--- src/rtl/irq_trk_pkg.sv ---
package irq_trk_pkg;

    typedef enum logic [1:0] {
        TRIG_LEVEL = 2'b00,
        TRIG_EDGE  = 2'b01,
        TRIG_MSG   = 2'b10,
        TRIG_ALT   = 2'b11
    } trig_mode_e;

    typedef struct packed {
        logic pend;
        logic act;
    } irq_state_t;

    localparam irq_state_t IRQ_IDLE = '{pend: 1'b0, act: 1'b0};

    function automatic logic mode_is_edge(input trig_mode_e m);
        return m == TRIG_EDGE;
    endfunction

    function automatic logic mode_is_msg(input trig_mode_e m);
        return m == TRIG_MSG;
    endfunction

    function automatic logic mode_is_level(input trig_mode_e m);
        return (m == TRIG_LEVEL) || (m == TRIG_ALT);
    endfunction

    function automatic logic state_wants_cpu(input irq_state_t s);
        return s.pend & ~s.act;
    endfunction

endpackage

--- src/rtl/irq_edge_sampler.sv ---
module irq_edge_sampler #(
    parameter int WIDTH = 2
) (
    input  logic             clk,
    input  logic             rst,
    input  logic [WIDTH-1:0] line_i,
    output logic [WIDTH-1:0] rise_o
);
    logic [WIDTH-1:0] line_q;

    always_ff @(posedge clk) begin
        if (rst) line_q <= '0;
        else     line_q <= line_i;
    end

    assign rise_o = line_i & ~line_q;

endmodule

--- src/rtl/irq_state_cell.sv ---
module irq_state_cell
    import irq_trk_pkg::*;
(
    input  logic       clk,
    input  logic       rst,
    input  trig_mode_e mode_i,
    input  logic       line_i,
    input  logic       rise_i,
    input  logic       ack_i,
    input  logic       deact_i,
    input  logic       set_act_i,
    output irq_state_t state_o
);
    irq_state_t st_q, st_d;
    logic       ack_take;

    assign ack_take = ack_i & state_wants_cpu(st_q);

    always_comb begin
        st_d = st_q;
        if (mode_is_level(mode_i)) begin
            st_d.pend = line_i;
        end else begin
            if (ack_take) st_d.pend = 1'b0;
            if (rise_i)   st_d.pend = 1'b1;
        end
        if (mode_is_msg(mode_i)) begin
            st_d.act = 1'b0;
        end else begin
            if (deact_i)              st_d.act = 1'b0;
            if (ack_take | set_act_i) st_d.act = 1'b1;
        end
    end

    always_ff @(posedge clk) begin
        if (rst) st_q <= IRQ_IDLE;
        else     st_q <= st_d;
    end

    assign state_o = st_q;

    a_r4_set_active: assert property (@(posedge clk) disable iff (rst)
        (set_act_i && !mode_is_msg(mode_i)) |=> st_q.act);

    a_r9_only_deact_clears: assert property (@(posedge clk) disable iff (rst)
        (st_q.act && !deact_i && !mode_is_msg(mode_i)) |=> st_q.act);

    a_r8_msg_no_active: assert property (@(posedge clk) disable iff (rst)
        mode_is_msg(mode_i) |=> !st_q.act);

    a_r2_edge_in_active: assert property (@(posedge clk) disable iff (rst)
        (mode_is_edge(mode_i) && st_q.act && rise_i && !deact_i) |=> (st_q.pend && st_q.act));

    a_r5_ack_activates: assert property (@(posedge clk) disable iff (rst)
        (ack_i && st_q.pend && !st_q.act && !mode_is_msg(mode_i)) |=> st_q.act);

endmodule

--- src/rtl/irq_req_merge.sv ---
module irq_req_merge
    import irq_trk_pkg::*;
#(
    parameter int WIDTH = 2
) (
    input  irq_state_t [WIDTH-1:0] state_i,
    output logic       [WIDTH-1:0] pend_o,
    output logic       [WIDTH-1:0] act_o,
    output logic       [WIDTH-1:0] irq_o
);
    for (genvar k = 0; k < WIDTH; k++) begin : g_out
        assign pend_o[k] = state_i[k].pend;
        assign act_o[k]  = state_i[k].act;
        assign irq_o[k]  = state_wants_cpu(state_i[k]);
    end
endmodule

--- src/rtl/irq_pa_tracker.sv ---
module irq_pa_tracker
    import irq_trk_pkg::*;
#(
    parameter int NUM_IRQ = 2
) (
    input  logic                 clk,
    input  logic                 rst,
    input  logic [NUM_IRQ-1:0]   line_i,
    input  logic [2*NUM_IRQ-1:0] mode_i,
    input  logic [NUM_IRQ-1:0]   ack_i,
    input  logic [NUM_IRQ-1:0]   deact_i,
    input  logic [NUM_IRQ-1:0]   set_act_i,
    output logic [NUM_IRQ-1:0]   pend_o,
    output logic [NUM_IRQ-1:0]   act_o,
    output logic [NUM_IRQ-1:0]   irq_o
);
    localparam int MODE_W = 2;

    logic       [NUM_IRQ-1:0] rise;
    irq_state_t [NUM_IRQ-1:0] cell_st;

    irq_edge_sampler #(.WIDTH(NUM_IRQ)) u_sampler (
        .clk    (clk),
        .rst    (rst),
        .line_i (line_i),
        .rise_o (rise)
    );

    for (genvar k = 0; k < NUM_IRQ; k++) begin : g_cell
        trig_mode_e cell_mode;
        assign cell_mode = trig_mode_e'(mode_i[MODE_W*k +: MODE_W]);

        irq_state_cell u_cell (
            .clk       (clk),
            .rst       (rst),
            .mode_i    (cell_mode),
            .line_i    (line_i[k]),
            .rise_i    (rise[k]),
            .ack_i     (ack_i[k]),
            .deact_i   (deact_i[k]),
            .set_act_i (set_act_i[k]),
            .state_o   (cell_st[k])
        );
    end

    irq_req_merge #(.WIDTH(NUM_IRQ)) u_merge (
        .state_i (cell_st),
        .pend_o  (pend_o),
        .act_o   (act_o),
        .irq_o   (irq_o)
    );

    a_r3_no_req_when_active: assert property (@(posedge clk) disable iff (rst)
        (irq_o & act_o) == '0);

    a_r10_reset_idle: assert property (@(posedge clk)
        rst |=> (pend_o == '0 && act_o == '0));

endmodule

--- config.mk ---
export PLATFORM = sky130hd
export DESIGN_NAME = irq_pa_tracker
export DESIGN_NICKNAME = d
export VERILOG_FILES = /design/src/rtl/irq_trk_pkg.sv /design/src/rtl/irq_edge_sampler.sv /design/src/rtl/irq_state_cell.sv /design/src/rtl/irq_req_merge.sv /design/src/rtl/irq_pa_tracker.sv
export SDC_FILE = /design/constraint.sdc
export NUM_CORES = 1
export LEC_CHECK = 0
export BUFFER_PORTS_ARGS = -buffer_cell sky130_fd_sc_hd__clkbuf_2
export CORE_AREA = 2 2 39 41
export DETAILED_ROUTE_END_ITERATION = 10
export DIE_AREA = 0 0 41 43
export MAX_ROUTING_LAYER = met4
export PLACE_DENSITY = 0.57
export SYNTH_ARGS = -nofsm -noshare
export SYNTH_HDL_FRONTEND = slang
export SYNTH_SLANG_ARGS = --single-unit
--- constraint.sdc ---
create_clock -name clk -period 0.9 [get_ports clk]
set_input_delay 0.045 -clock clk [delete_from_list [all_inputs] [get_ports clk]]
set_output_delay 0.045 -clock clk [all_outputs]
set_load 0.03 [all_outputs]
==> impl_metrics.py <==
metrics = {
    "status": {
        "status": "complete, but fails checks",
        "violations": "negative setup slack",
    },
    "clock_network": {
        "path_clk_slew_ns": 0.04,
        "htree_levels": 1,
        "root_buffer": "clkbuf_4",
        "clock_sinks": 6,
        "cts_tree": "built",
        "worst_skew_pair.late_latency_ns": 0.24,
        "cts_buffer_depth": 2,
        "numCtsBuffers": 3,
    },
    "synthesis": {
        "synth_cell_types": 11,
        "netlist_area_um2": 298,
        "synth_nets": 48,
        "ys_seq_elements": 6,
        "syn_avg_cell_area_um2": 9.31,
        "ys_seq_area_share_pct": 40.3,
        "syn_inst": 32,
        "yosys_warnings": 0,
    },
    "hold_path": {
        "holdPathStages": 2,
        "hold_start": "line_i[0]",
        "whs_endpoint": "u_sampler.line_q[0]$_SDFF_PP0_",
        "hold_path_class": "in2reg",
    },
    "routing": {
        "drt_iter0_drc": 0,
        "wire_per_inst_um": 8.31,
        "vias": 282,
        "wl_met2_um": 279,
        "maxUsedRoutingLayer": "met3",
        "wl_met1_um": 275,
        "drt_pass1_iterations": 1,
        "vias_per_cell": 3.92,
        "dr_wl_met3_um": 43,
        "drc": 0,
        "ant_nets": 0,
        "postRouteWirelength_um": 598,
    },
    "grt": {
        "grt_pass1_wl_um": 1030,
        "antenna_found_initial": 0,
        "grt-ovfl-total": 0,
        "grt_pass1_vias": 273,
        "grt_max_degree": 7,
        "grt_use_total_pct": 9.04,
    },
    "die": {
        "rows": 14,
        "die_w_um": 41,
        "start_util_pct": 21.5,
        "die_height_um": 43,
        "io_pins": 20,
        "core_area_um2": 1380,
        "dieArea_um2": 1760,
    },
    "timing": {
        "period_share_pct": 101,
        "setup_tns_ns": -0.0157,
        "whs_ns": 0.0320,
        "hold_viol_final": 0,
        "skew_ns": 0.00157,
        "setup_viol": 2,
        "finalCriticalPeriod_ns": 0.908,
        "setup_slack_ns": -0.00826,
        "slew_violations": 0,
        "tightest_slew_ns": 0.171,
        "fmax_mhz": 1100,
        "slew_headroom_pct": 88.6,
        "rsz0062_at_grt": "true",
    },
    "placed_design": {
        "place_hpwl_um": 483,
        "gp_congestion": 0.751,
        "io_buffer_count": 19,
    },
    "critical_path": {
        "reg2reg_setup_slack_ns": 0,
        "cp_max_fo": 3,
        "cp-start-kind": "flop",
        "regToRegStartpoint": "g_cell[0].u_cell.state_o[1]$_SDFFE_PP0P_",
        "end_kind": "output pin",
        "cp_slowest_cell": "dfxtp_4",
        "crit_chain": "nor2b_4 > buf_8",
        "arrival_ns": 0.86,
        "critPathMaxStageDelay_ns": 0.34,
        "path_class": "reg2out",
        "cp_data_required_time_ns": 0.85,
        "reg2reg_depth": 4,
        "crit_buf_inv": 1,
        "regToRegEndpoint": "g_cell[0].u_cell.state_o[0]$_SDFFE_PP0P_",
        "cpLargestDelayFamily": "flip-flops",
    },
    "power": {
        "ir_worst_vdd_mv": 0.820,
        "p_leak_nw": 0.244,
        "p_per_area_nw_per_um2": 1480,
        "power.total_w": 0.000712,
    },
    "cells_and_area": {
        "antenna_cells": 0,
        "area_growth_syn_to_layout_pct": 61.3,
        "drive_above_1_share_pct": 57.1,
        "fin_util_pct": 34.7,
        "final.fill_count": 151,
        "final_nets": 74,
    },
    "flow_run": {
        "maxCapViolations": 0,
    },
}
==> cell usage in the layout (no fill, tap or decap) <==
cell type,Yosys,layout
nand2_1,2,2
o21ai_0,2,2
nand3b_1,2,2
buf_4,0,2
dfxtp_1,6,2
clkbuf_4,0,3
ha_1,2,2
clkbuf_2,0,15
buf_8,0,2
nor2b_4,2,2
nor2b_1,2,2
a211oi_2,2,2
dfxtp_4,0,2
nand2b_1,2,2
dfxtp_2,0,2
a21oi_1,4,4
inv_1,6,6
buf_2,0,2
==> where the power goes <==
part / internal (W) / switching, W / total [W] / leakage, nW
sequential: 0.000285 / 0.0000146 / 0.000300 / 0.0517
combinational: 0.0000878 / 0.0000860 / 0.000174 / 0.178
clock: 0.000150 / 0.0000884 / 0.000239 / 0.0138
total: 0.000523 / 0.000189 / 0.000712 / 0.244
==> kinds of logic after synthesis <==
| logic type | share of synthesized area [%] |
|---|---|
| fa+ha+maj | 8.40 |
| buf+inv | 7.56 |
| compound gates | 18.5 |
| simple gates | 25.2 |
| flops | 40.3 |
==> how the worst max path moves through the flow <==
stage,to,from,slack (ns),cells past startpoint
finish,irq_o[0],g_cell[0].u_cell.state_o[1]$_SDFFE_PP0P_,-0.008,2
global route,irq_o[1],g_cell[1].u_cell.state_o[1]$_SDFFE_PP0P_,-0.05,2
CTS,irq_o[1],g_cell[1].u_cell.state_o[1]$_SDFFE_PP0P_,-0.04,2
detailed placement,g_cell[1].u_cell.state_o[1]$_SDFFE_PP0P_,mode_i[2],0.09,5
global placement,g_cell[0].u_cell.state_o[1]$_SDFFE_PP0P_,mode_i[0],0.11,5
floorplan,g_cell[0].u_cell.state_o[0]$_SDFFE_PP0P_,g_cell[0].u_cell.state_o[1]$_SDFFE_PP0P_,-0.08,3
==> per-layer routing <==
layer	up-vias	GRT usage (%)
met5	-	-
met4	0	2.00
met3	0	6.28
met2	8	13.8
met1	120	9.29
li1	154	-
==> Yosys cell counts <==
| library cell | instances | area [µm²] |
|---|---|---|
| dfxtp_1 | 6 | 120 |
| inv_1 | 6 | 22.5 |
| a21oi_1 | 4 | 20.0 |
| a211oi_2 | 2 | 25.0 |
| ha_1 | 2 | 25.0 |
| nand2_1 | 2 | 7.51 |
| nand2b_1 | 2 | 12.5 |
| nand3b_1 | 2 | 15.0 |
| nor2b_1 | 2 | 12.5 |
| nor2b_4 | 2 | 27.5 |
| o21ai_0 | 2 | 10.0 |
==> timing repair <==
action | CTS | global route
pin swaps | 0 | 0
buffers inserted | 1 | 1
endpoints found under the setup margin | 2 | 5
hold buffers | 0 | 0
hold endpoints to repair | 0 | 0
resized for setup | 4 | 4
==> per-stage QoR <==
step / setup WS (ns) / area (µm²) / std cells
CTS: -0.0364 / 470 / 71
global placement: 0.113 / 423 / 67
global route: -0.0513 / 480 / 72
finish: -0.00826 / 480 / 72
detailed placement: 0.0876 / 423 / 67
floorplan: -0.0832 / 308 / 32
==> registers in the layout, summed over array words and instances, names as in the netlist <==
name	count
u_sampler.line_q	2
g_cell.u_cell.state_o	4
==> area by class of cell <==
type	count	area [µm²]	area share, %
inverter	6	22.5	4.69
sequential	6	130	27.1
tap	16	20.0	4.17
multi-input combinational	20	155	32.3
timing repair buffer	21	130	27.1
clock buffer	3	22.5	4.69
Note: power is estimated with default switching activity, not from simulation.
